==> src/rtl/mindev_transient_ctrl.sv <==
module mindev_transient_ctrl #(
  parameter int DUTY_W   = 13,
  parameter int PER_W    = 12,
  parameter int WD_TICKS = 4096
) (
  input  logic              clk,
  input  logic              rst_n,
  input  logic              pid_pwm,
  input  logic [DUTY_W-1:0] duty_ss,
  input  logic [PER_W-1:0]  sw_period,
  input  logic              v_under,
  input  logic              v_over,
  input  logic              extremum,
  output logic              pwm_out,
  output logic              ovr_active,
  output logic              resume_pid
);

  localparam int WD_W = $clog2(WD_TICKS);
  localparam int TW   = (PER_W > WD_W) ? PER_W : WD_W;
  localparam int PW   = DUTY_W + PER_W + 1;
  localparam logic [TW-1:0] WD_LOAD = TW'(WD_TICKS - 1);

  typedef enum logic [2:0] {S_IDLE, S_RAMP, S_EXT, S_WAIT, S_HOLD, S_RESUME} st_t;

  st_t              st;
  logic             up;
  logic [PER_W-1:0] ton_r, toff_r, per_r, blank;
  logic [TW-1:0]    tmr;

  logic [DUTY_W:0]  compl_d;
  logic [PW-1:0]    p_on, p_off;
  logic [PER_W-1:0] seg1, seg2;

  // complement of duty and the two half-period products
  assign compl_d = {1'b1, {DUTY_W{1'b0}}} - {1'b0, duty_ss};
  assign p_on    = {{(PER_W+1){1'b0}}, duty_ss} * {{(DUTY_W+1){1'b0}}, sw_period};
  assign p_off   = {{PER_W{1'b0}}, compl_d} * {{(DUTY_W+1){1'b0}}, sw_period};

  assign seg1 = up ? ton_r  : toff_r;
  assign seg2 = up ? toff_r : ton_r;

  assign ovr_active = (st == S_RAMP) || (st == S_EXT) || (st == S_WAIT) || (st == S_HOLD);
  assign resume_pid = (st == S_RESUME);
  assign pwm_out    = !ovr_active ? pid_pwm
                    : ((st == S_RAMP) || (st == S_EXT)) ? up : !up;

  always_ff @(posedge clk or negedge rst_n) begin
    if (!rst_n) begin
      st     <= S_IDLE;
      up     <= 1'b0;
      ton_r  <= '0;
      toff_r <= '0;
      per_r  <= '0;
      blank  <= '0;
      tmr    <= '0;
    end else begin
      case (st)
        S_IDLE: begin
          ton_r  <= p_on[PW-2:DUTY_W+1];
          toff_r <= p_off[PW-2:DUTY_W+1];
          per_r  <= sw_period;
          if (blank != '0) begin
            blank <= blank - 1'b1;
          end else if (v_under || v_over) begin
            up  <= v_under;
            st  <= S_RAMP;
            tmr <= WD_LOAD;
          end
        end
        S_RAMP: begin
          if (extremum) begin
            st  <= S_EXT;
            tmr <= TW'(seg1);
          end else if (tmr == '0) begin
            st <= S_RESUME;
          end else begin
            tmr <= tmr - 1'b1;
          end
        end
        S_EXT: begin
          if (tmr <= TW'(1)) begin
            st  <= S_WAIT;
            tmr <= WD_LOAD;
          end else begin
            tmr <= tmr - 1'b1;
          end
        end
        S_WAIT: begin
          if (extremum) begin
            st  <= S_HOLD;
            tmr <= TW'(seg2);
          end else if (tmr == '0) begin
            st <= S_RESUME;
          end else begin
            tmr <= tmr - 1'b1;
          end
        end
        S_HOLD: begin
          if (tmr <= TW'(1)) st <= S_RESUME;
          else               tmr <= tmr - 1'b1;
        end
        default: begin
          st    <= S_IDLE;
          blank <= per_r;
        end
      endcase
    end
  end

endmodule

==> config.mk <==
export PLATFORM = sky130hd
export DESIGN_NAME = mindev_transient_ctrl
export DESIGN_NICKNAME = d
export VERILOG_FILES = /design/src/rtl/mindev_transient_ctrl.sv
export SDC_FILE = /design/constraint.sdc
export NUM_CORES = 1
export LEC_CHECK = 0
export ABC_CLOCK_PERIOD_IN_PS = 2600
export BUFFER_PORTS_ARGS = -buffer_cell sky130_fd_sc_hd__buf_4
export CAP_MARGIN = 0
export CORE_ASPECT_RATIO = 0.5
export CORE_MARGIN = 2
export CORE_UTILIZATION = 35
export CTS_CLUSTER_SIZE = 25
export DETAILED_ROUTE_END_ITERATION = 10
export PLACE_DENSITY = 0.61
export SLEW_MARGIN = 20
export SYNTH_ARGS = -nofsm -noshare
export SYNTH_HDL_FRONTEND = slang
export SYNTH_SLANG_ARGS = --single-unit
==> constraint.sdc <==
create_clock -name clk -period 2.6 [get_ports clk]
set_clock_uncertainty 0.2 [all_clocks]
set_input_delay 0.13 -clock clk [delete_from_list [all_inputs] [get_ports clk]]
set_output_delay 0.13 -clock clk [all_outputs]
set_load 0.05 [all_outputs]
# After elaboration in Yosys (flattened, before gate mapping)
# Cells that the tools add are included.
dict set report totals {
  reg_bits 62
  in_bits 31
  out_inout_bits 3
  wordCells 62
}
dict set report classes {
  addsub 3
  mul 2
  n_lt_le_gt_ge 1
  n_eq_ne 11
  muxes 22
  bitwise_logic 2
  n_reduce_logical 14
}
# operator count
set ops {}
lappend ops {{$mux 12} 8}
lappend ops {{$pmux 12 s5} 1}
lappend ops {{$mul 13x12->25} 1}
lappend ops {{$mul 14x12->25} 1}
lappend ops {{$pmux 12 s2} 1}
lappend ops {{$sub 12x1->12 const B} 2}
lappend ops {{$mux 11} 2}
lappend ops {{$mux 3} 7}
lappend ops {{$pmux 3 s5} 1}
lappend ops {{$sub 14x13->14 const A} 1}
lappend ops {{$le 12x1->1 const B} 1}
lappend ops {{$logic_not 12->1} 1}
lappend ops {{$reduce_bool 12->1} 1}
lappend ops {{$ne 2x2->1 const B} 4}
lappend ops {{$reduce_and 4->1} 2}
lappend ops {{$eq 3x2->1 const B} 2}
lappend ops {{$eq 3x3->1 const B} 2}
lappend ops {{$reduce_bool 5->1} 1}
lappend ops {{$logic_or 1x1->1} 4}
lappend ops {{$ne 2x1->1 const B} 2}
lappend ops {{$reduce_or 4->1} 1}
lappend ops {{$eq 3x1->1 const B} 1}
lappend ops {{$logic_not 3->1} 1}
lappend ops {{$reduce_and 3->1} 1}
lappend ops {{4 further kinds} 6}

# Logic depth before layout (Yosys ltp)
# Gate-level depths: netlist of the first run.
dict set report depth {
  word_depth 5
  mapped_depth 26
  mapped_depth_nobuf 24
}

# Worst setup path before layout of the first run
# Ideal clock, no wire load.
dict set report synth_path {
  kind {input to register}
  startpoint {in duty_ss[7]}
  endpoint {reg toff_r[6]}
  arrival_ps 5676
  path_slack_ps -3405
  stages 23
  path_buffers 2
  cell_sequence {clkbuf_2 or4_1 or2_1 xor2_1 clkbuf_1 nand2_1 fa_1 fa_1 inv_1 fa_1 fa_1 inv_1 fa_1 inv_1 ha_1 nand4_1 a211oi_1 o21ai_1 and3_1 or3_1 o21ai_1 xnor2_1 o21ai_1}
}
dict set report synth_via {
  elab_chain_cells 2
}
# element line_no
set synth_rtl {}
lappend synth_rtl {{start, declared} 9} ;# input logic [DUTY_W-1:0] duty_ss,
lappend synth_rtl {{$sub 14x13->14} 36} ;# assign compl_d = {1'b1, {DUTY_W{1'b0}}} - {1'b0, duty_ss};
lappend synth_rtl {{$mul 14x12->25} 38} ;# assign p_off = {{PER_W{1'b0}}, compl_d} * {{(DUTY_W+1){1'b0}}, sw_period};
lappend synth_rtl {{end signal, assigned} 61} ;# toff_r <= p_off[PW-2:DUTY_W+1];
lappend synth_rtl {{end, declared} 28} ;# logic [PER_W-1:0] ton_r, toff_r, per_r, blank;
# Every way passes these cells.
# A chain may end at the register's enable or synchronous reset.

# Final worst setup path of the first run
dict set report layout_path {
  startpoint {in duty_ss[9]}
  endpoint {reg toff_r[6]}
}
# The elaborated chain is that of the path after synthesis.

==> results of run 1 <==
cell type report:
cell class,count,area (µm²)
clock inverter,3,42.5
sequential,62,1550
tap,484,606
multi-input combinational,1081,10600
fill,3484,20000
clock buffer,12,267
timing repair buffer,248,2060
inverter,276,1040
cell families (layout without fill, tap and decap cells):
group                    count (synthesis)  after routing  synth area share
multiplexers                            14             14            0.0113
AND/OR/NAND/NOR                        516            516             0.189
adder cells (fa/ha/maj)                348            348             0.466
flip-flops                              62             62             0.119
XOR/XNOR                                43             43            0.0295
buffers and inverters                  359            539             0.105
AO/OA/AOI/OAI                          160            160            0.0796
worst max-delay path by stage:
| stage | from | to | cells past startpoint |
|---|---|---|---|
| finish | duty_ss[9] | toff_r[6]$_DFFE_PN0P_ | 23 |
| global route | duty_ss[9] | toff_r[8]$_DFFE_PN0P_ | 24 |
| CTS | duty_ss[9] | toff_r[8]$_DFFE_PN0P_ | 24 |
| detailed placement | duty_ss[2] | toff_r[6]$_DFFE_PN0P_ | 24 |
| global placement | duty_ss[2] | toff_r[6]$_DFFE_PN0P_ | 24 |
| floorplan | duty_ss[7] | toff_r[6]$_DFFE_PN0P_ | 23 |
synth_stat cells (3+ instances only):
cell type,number
a211oi_1,6
ha_1,121
o21a_1,5
and3_1,6
a31oi_1,5
nor2_1,37
nand3_1,12
mux2_2,5
a21oi_1,33
nand2b_1,5
nor4_1,3
nand2_1,285
inv_1,276
or3_1,6
nor2b_1,3
o221ai_1,5
fa_1,227
dfrtp_1,62
xor2_1,18
and2_1,121
xnor2_1,24
o21ai_1,6
mux2i_1,9
nor3_1,17
nand3b_1,3
o21ai_0,53
clkbuf_1,70
buf_2,8
a22o_1,7
o31ai_1,3
a211o_1,3
a21o_1,9
worst max-delay path, cell delays in order:
cell and delay (ns):
buf_6 0.09, or4_4 0.55, or2_4 0.29, xor2_1 0.14
buf_4 0.15, nand2_2 0.05, fa_1 0.45, fa_1 0.49
inv_1 0.05, fa_1 0.48, fa_1 0.49, inv_1 0.05
fa_1 0.49, inv_2 0.05, ha_4 0.25, nand4_1 0.10
a211oi_2 0.23, o21ai_4 0.12, and3_1 0.17, or3_4 0.37
o21ai_2 0.15, xnor2_1 0.12, o21ai_1 0.07
power breakdown:
part	internal (W)	leakage [nW]	switching (W)	total (W)
Combinational	0.00666	7.35	0.00666	0.0133
Clock	0.000812	0.151	0.000422	0.00123
Sequential	0.00124	0.746	0.000216	0.00146
Total	0.00872	8.24	0.00730	0.0160
layer usage:
layer  global-route usage  share of wire  vias up
met5                    0              0        -
met4               0.0408          0.017        0
met3               0.0312          0.055       38
met2                0.283           0.45      204
met1                0.244           0.48     5063
li1                     -              -     4970
what timing repair did:
action / 4_1_cts / 5_1_grt
gates cloned: 0 / 0
pin swaps: 45 / 26
setup buffers: 29 / 11
setup endpoints to repair: 22 / 23
gates resized for setup: 84 / 37
hold buffers: 4 / 0
endpoints found under the hold margin: 64 / 0
per-stage QoR:
step / power (W) / std cells
after detailed placement: 0.0127 / 2112
after global routing: 0.0178 / 2166
final: 0.0160 / 2166
after floorplan: 0.00861 / 1502
after CTS: 0.0154 / 2156
after global placement: 0.0127 / 2112
state kept, by name, indices dropped and copies added (netlist names):
signal / cells
toff_r: 11
st: 3
per_r: 12
up: 1
ton_r: 11
blank: 12
tmr: 12
cell usage in the layout, fill, tap and decap left out, types with 6 or more instances in the layout:
cell         n
nand2_1    274
inv_1      269
fa_1       222
buf_4      221
and2_1     115
ha_1       112
dfrtp_1     62
o21ai_0     42
nor2_1      33
a21oi_1     26
xor2_1      15
xnor2_1     15
o21ai_1     14
nor3_1      11
nand3_1     10
mux2i_1      9
clkbuf_16    9
buf_6        9
buf_12       9
nand2_2      8
a21o_1       8
inv_2        7
xnor2_2      7
a22o_1       7
a21oi_2      7
ha_4         7
and2_4       6
==> reports/qor.csv, run 1 <==
stage,metric,value,unit
run_status,status,"finished, violations left",
run_status,violated checks,negative setup slack,
setup_path,R2R Setup Slk,0.13,ns
placed_design,Placed Area,0.0150,mm²
setup_path,Crit. End Element,flop,
floorplanning,Die W,277,µm
setup_path,reg2reg end,up$_DFFE_PN0P_,
logic_synthesis,Synth Instances,1502,
logic_synthesis,Syn. warnings,0,
power_and_ir_drop,Power Density,990,mW/mm²
sta,final setup margin,-2.90,ns
sta,crit path time final,5.50,ns
logic_synthesis,number of enable flip-flop cells after synthesis,0,
logic_synthesis,async set or reset register ratio after synthesis,1.00,
routing,drt pass-1 iters,5,
logic_synthesis,"flops & latches, synth",62,
layout,nets,2057,
logic_synthesis,post-synth top area share,0.350,
clock_tree,worst skew pair latency,0.34,ns
clock_tree,# clock sinks,62,
placed_design,dpl ws,-3.41,ns
floorplanning,die height,140,µm
floorplanning,Rows,49,
logic_synthesis,Synth Cell Area,0.0130,mm²
setup_path,crit path kind,input pin to flop,
setup_path,WP data required,2.62,ns
routing,total routed wirelength,32.2,mm
setup_path,Setup crit start kind,input pin,
global_routing,grt total ovfl,0,
layout,Finished Cell Area,0.0162,mm²
sta,endpoints failing setup,22,
worst_hold_path,hold_sp,sw_period[1],
clock_tree,Root Driver,clkbuf_16,
setup_path,Crit Path Max Fanout,4,
run,maxcap violations,0,
logic_synthesis,syn_nets,1881,
logic_synthesis,Synth area leaders,"fa_1, dfrtp_1, ha_1",
layout,Syn-to-layout area delta,24.5,%
floorplanning,Die Area,0.0388,mm²
sta,RSZ-0062 raised after global routing,true,
sta,"Slew Viols, Final",0,
worst_hold_path,hold endpoint,per_r[1]$_DFFE_PN0P_,
placed_design,port bufs,33,
setup_path,R2R Path Start,blank[4]$_DFFE_PN0P_,
global_routing,GRT Total Usage,0.174,
sta,highest clock rate,182,MHz
clock_tree,CTS tree,built,
logic_synthesis,syn avg cell area,8.66,µm²
routing,First DRT Iteration DRCs,598,
worst_hold_path,HP Class,input pin to flop,
power_and_ir_drop,maximum vdd drop,0.000890,V
global_routing,global-route wire length before repair,54.8,mm
power_and_ir_drop,LEAKAGE,8.24,nW
layout,Antenna diodes,0,
logic_synthesis,sequential share of the synthesized area,0.119,
sta,WHS,0.0461,ns
logic_synthesis,Unique masters post-synth,68,
sta,setup TNS,-56.09,ns
layout,layout cells sized above 1,0.215,
floorplanning,core area,0.0362,mm²
placed_design,GPL Wtd Cong,0.860,
routing,Final ANT Viol Nets,0,
clock_tree,H-tree Lvls,3,
routing,via count,10300,
setup_path,Critical Path AT,5.52,ns
setup_path,Reg2Reg Depth,8,
floorplanning,# IOs,34,
sta,period utilization,2.11,
placed_design,post-DP HPWL,26.1,mm
floorplanning,Initial Utilization,0.359,
clock_tree,CTS Buf Count,9,
layout,final core occ,0.447,
routing,vias per cell,4.74,
worst_hold_path,hold path cells,4,
sta,final hold violations,0,
clock_tree,clk buf depth,2,
logic_synthesis,cell accounting for the most synthesized area,fa_1,
routing,wire length per cell,14.8,µm
global_routing,largest net degree at the start of global routing,63,
logic_synthesis,top_reg_cell synth,dfrtp_1,
global_routing,vias in the first global route,10700,
clock_tree,Clock Pin Slew Worst Setup and Hold Paths,0.05,ns
routing,# DRC,0,
global_routing,initial antenna violation count,1,
sta,Max-slew headroom,0.469,
sta,Worst Tran Pin Value,0.796,ns
(Power assumes the default switching activity.)
==> run 2, diff against run 1 <==
- BUFFER_PORTS_ARGS: -buffer_cell sky130_fd_sc_hd__buf_4 -> unset
- DONT_BUFFER_PORTS: unset -> 1
- PLACE_DENSITY: 0.61 -> 0.6
==> run 2 against run 1 <==
Hold slack gained 0.0031 ns. Combinational power hardly changed. The flow still finishes with violations (negative setup slack). Total power is 2.0% lower. Via count decreased by 2.7%. Largest power group unchanged. Highest routed layer unchanged.
==> reports/qor.csv, run 2 (synthesis results as in run 1) <==
stage,metric,value,unit,change
power_and_ir_drop,Int Pwr,0.00851,W,-2.3%
global_routing,largest net degree at the start of global routing,71,,+13%
clock_tree,clk buf depth,2,,unchanged
placed_design,Post-Place Cells,2014,,-4.6%
layout,"leading cell types in the layout, fill and taps excluded","nand2_1, inv_1, fa_1, and2_1, ha_1",,
power_and_ir_drop,Psw,0.00718,W,-1.7%
floorplanning,Die W,277,µm,unchanged
power_and_ir_drop,Comb power frac,0.827,,-0.005
power_and_ir_drop,Power Density,1040,mW/mm²,+4.8%
placed_design,GPL Wtd Cong,0.826,,-3.9%
floorplanning,Rows,49,,unchanged
setup_path,R2R Path Start,blank[4]$_DFFE_PN0P_,,
placed_design,port bufs,0,,-100%
sta,Worst Tran Pin Value,0.642,ns,-0.153 ns
setup_path,Crit Path Max Fanout,14,,+10
clock_tree,Root Driver,clkbuf_16,,
power_and_ir_drop,LEAKAGE,7.60,nW,-7.8%
routing,via count,9999,,-2.7%
sta,WHS,0.0492,ns,+0.00306 ns
worst_hold_path,hold endpoint,tmr[6]$_DFFE_PN0P_,,
placed_design,post-DP HPWL,24.8,mm,-4.8%
floorplanning,Die Area,0.0388,mm²,unchanged
floorplanning,core area,0.0362,mm²,unchanged
routing,metal3 WL,1.48,mm,-16%
layout,top flop regs,"blank (12), per_r (12), tmr (12)",,
setup_path,Crit. End Element,flop,,
global_routing,initial antenna violation count,0,,-1
run,maxcap violations,0,,unchanged
sta,highest clock rate,186,MHz,+2.2%
worst_hold_path,HP Class,input pin to flop,,
routing,drt pass-1 iters,5,,unchanged
sta,RSZ-0062 raised after global routing,true,,
clock_tree,CTS tree,built,,
setup_path,WP data required,2.62,ns,about the same
sta,Max-slew headroom,0.569,,+0.0992
setup_path,crit path kind,input pin to flop,,
global_routing,global-route wire length before repair,55.3,mm,+0.89%
sta,final setup margin,-2.78,ns,+0.118 ns
run_status,violated checks,negative setup slack,,
clock_tree,H-tree Lvls,3,,unchanged
sta,crit path time final,5.38,ns,-0.118 ns
routing,vias per cell,4.87,,+2.6%
clock_tree,CTS Buf Count,9,,unchanged
layout,Syn-to-layout area delta,16.4,%,
setup_path,Reg2Reg Depth,8,,unchanged
clock_tree,Clock Pin Slew Worst Setup and Hold Paths,0.06,ns,about the same
run_status,status,"finished, violations left",,
routing,Final ANT Viol Nets,0,,unchanged
floorplanning,# IOs,34,,unchanged
routing,total routed wirelength,32.3,mm,+0.58%
routing,wire length per cell,15.7,µm,+6.0%
sta,period utilization,2.07,,-0.0453
layout,nets,1945,,-5.4%
setup_path,Setup crit start kind,input pin,,
setup_path,Critical Path AT,5.40,ns,-0.12 ns
power_and_ir_drop,Pwr Total,0.0157,W,-2.0%
sta,final hold violations,0,,unchanged
global_routing,vias in the first global route,10500,,-1.4%
routing,First DRT Iteration DRCs,499,,-17%
power_and_ir_drop,maximum vdd drop,0.000862,V,-3.2%
routing,Highest Signal Layer,met4,,
setup_path,R2R Setup Slk,0.14,ns,about the same
global_routing,GRT Total Usage,0.176,,+0.00177
layout,Antenna diodes,0,,unchanged
setup_path,reg2reg end,up$_DFFE_PN0P_,,
power_and_ir_drop,Switching Fraction,0.457,,+0.00160
clock_tree,# clock sinks,62,,unchanged
floorplanning,die height,140,µm,unchanged
global_routing,grt total ovfl,0,,unchanged
sta,endpoints failing setup,22,,unchanged
layout,final cell count without fillers,2055,,-5.1%
routing,# DRC,0,,unchanged
floorplanning,Initial Utilization,0.359,,unchanged
worst_hold_path,hold_sp,extremum,,
layout,"commonest non-fill, non-tap cell in the layout",nand2_1,,
worst_hold_path,hold path cells,4,,unchanged
power_and_ir_drop,sequential share of power,0.094,,+0.003
sta,setup TNS,-51.82,ns,+4.27 ns
clock_tree,worst skew pair latency,0.34,ns,about the same
power_and_ir_drop,clock power share,0.079,,+0.002
routing,met1 wire length,15.5,mm,+0.88%
routing,met2 wire len,15.0,mm,+3.6%
sta,"Slew Viols, Final",0,,unchanged
layout,layout cells sized above 1,0.142,,-0.0733
layout,fillcell total,3587,,+3.0%
[run 2: how the worst max path moves through the flow]
stage,slack (ns),startpoint,to
3_3_place_gp,-3.14,duty_ss[9],toff_r[6]$_DFFE_PN0P_
6_report,-2.78,duty_ss[9],toff_r[6]$_DFFE_PN0P_
2_1_floorplan,-3.15,duty_ss[7],toff_r[6]$_DFFE_PN0P_
5_1_grt,-3.08,duty_ss[9],toff_r[6]$_DFFE_PN0P_
3_5_place_dp,-3.23,duty_ss[9],toff_r[6]$_DFFE_PN0P_
4_1_cts,-2.77,duty_ss[9],toff_r[6]$_DFFE_PN0P_
[run 2: power by group through the flow]
stage	Clock (W)	Sequential [W]	Combinational, W
final	0.00124	0.00148	0.0130
after global routing	0.00130	0.00150	0.0147
after CTS	0.00126	0.00148	0.0125
after detailed placement	0	0.00149	0.0111
after global placement	0	0.00148	0.0109
after floorplan	0	0.00138	0.00723
[run 2: layout make-up]
cell class / count / area, µm² / area share
multi-input cells: 1081 / 10500 / 0.694
repair buffers: 136 / 1120 / 0.0743
clock buffers: 9 / 225 / 0.0149
clock inverters: 7 / 80.1 / 0.00529
inverters: 276 / 1040 / 0.0685
flip-flops and latches: 62 / 1550 / 0.103
well taps: 484 / 606 / 0.0400
[run 2: per-stage QoR]
stage           util  worst slack [ns]  cell area (µm²)
3_3_place_gp   0.393             -3.14            14200
3_5_place_dp   0.393             -3.23            14200
4_1_cts        0.414             -2.77            15000
2_1_floorplan      -             -3.15            13200
6_report       0.418             -2.78            15100
5_1_grt        0.418             -3.08            15100
[run 2: per-layer routing]
layer	GRT usage	vias to the layer above
met1	0.251	5041
met2	0.291	183
li1	-	4751
met3	0.0255	24
met5	0	-
met4	0.0273	0
[run 2: worst max-delay path: stages]
cell      delay, ns
or4_4          0.52
or2_4          0.28
xor2_2         0.14
buf_4          0.13
nand2_2        0.05
fa_1           0.44
fa_1           0.48
inv_1          0.05
fa_1           0.47
fa_1           0.49
inv_1          0.05
fa_1           0.49
inv_2          0.04
ha_4           0.25
nand4_1        0.11
a211oi_2       0.24
o21ai_2        0.12
and3_4         0.20
or3_4          0.37
o21ai_2        0.13
xnor2_1        0.12
o21ai_1        0.07
[run 2: repair_timing]
action	in CTS	in global routing
hold buffers	17	0
buffers inserted	7	1
resized for setup	38	29
endpoints found under the setup margin	22	26
cloned	0	0
pin swaps	15	27
endpoints found under the hold margin	85	0
==> run 3, diff against run 2 <==
- ABC_CLOCK_PERIOD_IN_PS: 2600 -> 6300
- GPL_TIMING_DRIVEN: unset -> 0
- clock period: 2.6 -> 6.3 ns (I/O delays scaled with it)
==> run 3 against run 2 <==
The run now ends clean. Combinational power fell by 68%. Clock-buffer cell count did not move. Via count fell by 0.27%. Largest power group unchanged.
==> reports/qor.csv, run 3 (synthesis results as in run 1) <==
stage,metric,value,unit,change
run_status,status,"finished, final reports clean",,
routing,met2 wire len,14.9,mm,-0.67%
global_routing,global-route wire length before repair,56.0,mm,+1.3%
routing,drt pass-1 iters,7,,+2
sta,highest clock rate,162,MHz,
clock_tree,CTS tree,built,,
floorplanning,die height,140,µm,unchanged
setup_path,Worst path slowest cell,fa_1,,
layout,layout cells sized above 1,0.0722,,-0.0698
sta,setup TNS,0,ns,+51.82 ns
global_routing,grt total ovfl,0,,unchanged
setup_path,Crit. End Element,flop,,
setup_path,R2R Path Start,tmr[0]$_DFFE_PN0P_,,
worst_hold_path,hold endpoint,tmr[0]$_DFFE_PN0P_,,
setup_path,R2R Setup Slk,3.44,ns,+3.30 ns
clock_tree,H-tree Lvls,3,,unchanged
routing,First DRT Iteration DRCs,578,,+16%
setup_path,CP dominant cell by count,fa_1,,
layout,"commonest non-fill, non-tap cell in the layout",nand2_1,,
clock_tree,clk buf depth,2,,unchanged
routing,total routed wirelength,34.1,mm,+5.5%
layout,"leading cell types in the layout, fill and taps excluded","nand2_1, inv_1, fa_1, and2_1, ha_1",,
layout,fillcell total,3673,,+2.4%
layout,top flop regs,"blank (12), per_r (12), tmr (12)",,
power_and_ir_drop,LEAKAGE,7.19,nW,-5.4%
layout,Antenna diodes,0,,unchanged
routing,met1 wire length,16.2,mm,+4.6%
clock_tree,# clock sinks,62,,unchanged
sta,endpoints failing setup,0,,-100%
sta,RSZ-0062 raised after global routing,true,,
sta,final hold violations,0,,unchanged
floorplanning,Die Area,0.0388,mm²,unchanged
floorplanning,# IOs,34,,unchanged
routing,via count,9972,,-0.27%
routing,metal3 WL,2.15,mm,+45%
power_and_ir_drop,clock power share,0.095,,+0.016
layout,final cell count without fillers,2022,,-1.6%
layout,Syn-to-layout area delta,10.8,%,
power_and_ir_drop,Switching Fraction,0.504,,+0.0462
power_and_ir_drop,Int Pwr,0.00259,W,-70%
setup_path,Crit Path Max Fanout,5,,-9
sta,"Slew Viols, Final",0,,unchanged
setup_path,WP data required,6.31,ns,+3.69 ns
setup_path,Critical Path AT,6.18,ns,+0.78 ns
floorplanning,Die W,277,µm,unchanged
sta,Worst Tran Pin Value,0.964,ns,+0.321 ns
clock_tree,Root Driver,clkbuf_16,,
routing,wire length per cell,16.9,µm,+7.3%
clock_tree,CTS Buf Count,9,,unchanged
worst_hold_path,hold_sp,extremum,,
worst_hold_path,HP Class,input pin to flop,,
power_and_ir_drop,Psw,0.00263,W,-63%
routing,# DRC,0,,unchanged
power_and_ir_drop,sequential share of power,0.112,,+0.018
global_routing,initial antenna violation count,0,,unchanged
power_and_ir_drop,Comb power frac,0.793,,-0.034
sta,period utilization,0.980,,
power_and_ir_drop,maximum vdd drop,0.000321,V,-63%
placed_design,GPL Wtd Cong,0.879,,+6.3%
global_routing,GRT Total Usage,0.182,,+0.00601
routing,vias per cell,4.93,,+1.4%
sta,Max-slew headroom,0.353,,-0.215
placed_design,post-DP HPWL,27.5,mm,+11%
floorplanning,core area,0.0362,mm²,unchanged
sta,WHS,0.0683,ns,+0.0191 ns
layout,nets,1912,,-1.7%
setup_path,reg2reg end,tmr[10]$_DFFE_PN0P_,,
clock_tree,Clock Pin Slew Worst Setup and Hold Paths,0.06,ns,about the same
setup_path,CP cell instances,"buf_12, or4_4, or2_4, xor2_4, nand2_2, fa_1, fa_1, inv_1, fa_1, fa_1, inv_2, fa_1, inv_2, ha_4, nand4_1, a211oi_2, o21ai_4, and3_4, or3_4, o21ai_4, xnor2_2, o21ai_1",,
routing,Final ANT Viol Nets,0,,unchanged
global_routing,largest net degree at the start of global routing,63,,-11%
routing,Highest Signal Layer,met4,,
placed_design,Post-Place Cells,1987,,-1.3%
setup_path,Setup crit start kind,input pin,,
clock_tree,worst skew pair latency,0.33,ns,about the same
setup_path,Reg2Reg Depth,8,,unchanged
placed_design,port bufs,0,,unchanged
run,maxcap violations,0,,unchanged
worst_hold_path,hold path cells,3,,-1
setup_path,crit path kind,input pin to flop,,
power_and_ir_drop,Power Density,362,mW/mm²,-65%
global_routing,vias in the first global route,10200,,-2.9%
floorplanning,Rows,49,,unchanged
sta,crit path time final,6.18,ns,
setup_path,"slowest stage delay, CP",0.59,ns,+0.07 ns
floorplanning,Initial Utilization,0.359,,unchanged
run 3: cell count changes in the layout (fill, tap and decap cells not counted), moves of 6 or more:
| cell | delta |
|---|---|
| buf_2 | +9 |
| xnor2_1 | +6 |
| dlygate4sd3_1 | -13 |
| o21ai_1 | -10 |
| o21ai_0 | +10 |
| buf_4 | -93 |
| clkbuf_2 | +6 |
| clkbuf_1 | +54 |
run 3: repair_timing:
item                                    CTS  global route
gates resized for setup                  29            68
pin swaps                                 5            32
endpoints found under the setup margin   11            11
buffers inserted                          2            13
hold endpoints to repair                 63             0
hold buffers                              4             0
gates cloned                              0             1
run 3: worst max-delay path by stage:
stage	from	endpoint	slack [ns]	cells after the start
5_1_grt	duty_ss[2]	toff_r[6]$_DFFE_PN0P_	-0.10	25
6_report	duty_ss[6]	toff_r[6]$_DFFE_PN0P_	0.12	22
4_1_cts	duty_ss[1]	toff_r[6]$_DFFE_PN0P_	0.007	25
3_5_place_dp	duty_ss[6]	toff_r[4]$_DFFE_PN0P_	-1.06	23
3_3_place_gp	duty_ss[6]	toff_r[4]$_DFFE_PN0P_	-1.02	23
2_1_floorplan	duty_ss[7]	toff_r[6]$_DFFE_PN0P_	0.11	23
run 3: area by class of cell:
| type | count | area, µm² | share of cell area |
|---|---|---|---|
| Clock inverter | 7 | 75.1 | 0.00521 |
| Clock buffer | 9 | 225 | 0.0156 |
| Buffer | 82 | 408 | 0.0283 |
| Sequential cell | 62 | 1550 | 0.108 |
| Timing Repair Buffer | 21 | 189 | 0.0131 |
| Multi-Input combinational cell | 1081 | 10300 | 0.716 |
| Inverter | 276 | 1040 | 0.0719 |
| Tap cell | 484 | 606 | 0.0421 |
run 3: worst max-delay path, delay by kind of cell:
family	cells	cell delay, ns
AND/OR/NAND/NOR	6	1.61
adder cells (fa/ha/maj)	6	2.84
AO/OA/AOI/OAI	4	0.77
XOR/XNOR	2	0.36
buffers and inverters	4	0.26
run 3: power groups by stage:
stage,clock (W),sequential (W),combinational [W]
2_1_floorplan,0,0.000569,0.00281
3_3_place_gp,0,0.000591,0.00381
3_5_place_dp,0,0.000593,0.00381
4_1_cts,0.000506,0.000587,0.00393
5_1_grt,0.000524,0.000600,0.00474
6_report,0.000496,0.000585,0.00414
run 3: metrics by stage:
stage          utilization  worst slack [ns]  power [W]  instance area [µm²]
2_1_floorplan            -             0.110    0.00338                13000
3_3_place_gp         0.375             -1.02    0.00440                13600
3_5_place_dp         0.376             -1.06    0.00440                13600
4_1_cts              0.389           0.00743    0.00502                14100
5_1_grt              0.397            -0.101    0.00586                14400
6_report             0.397             0.125    0.00522                14400
run 3: layer usage:
metal,vias to the layer above,GRT usage
met2,278,0.293
met3,49,0.0219
met5,-,0
li1,4689,-
met1,4956,0.264
met4,0,0.0397
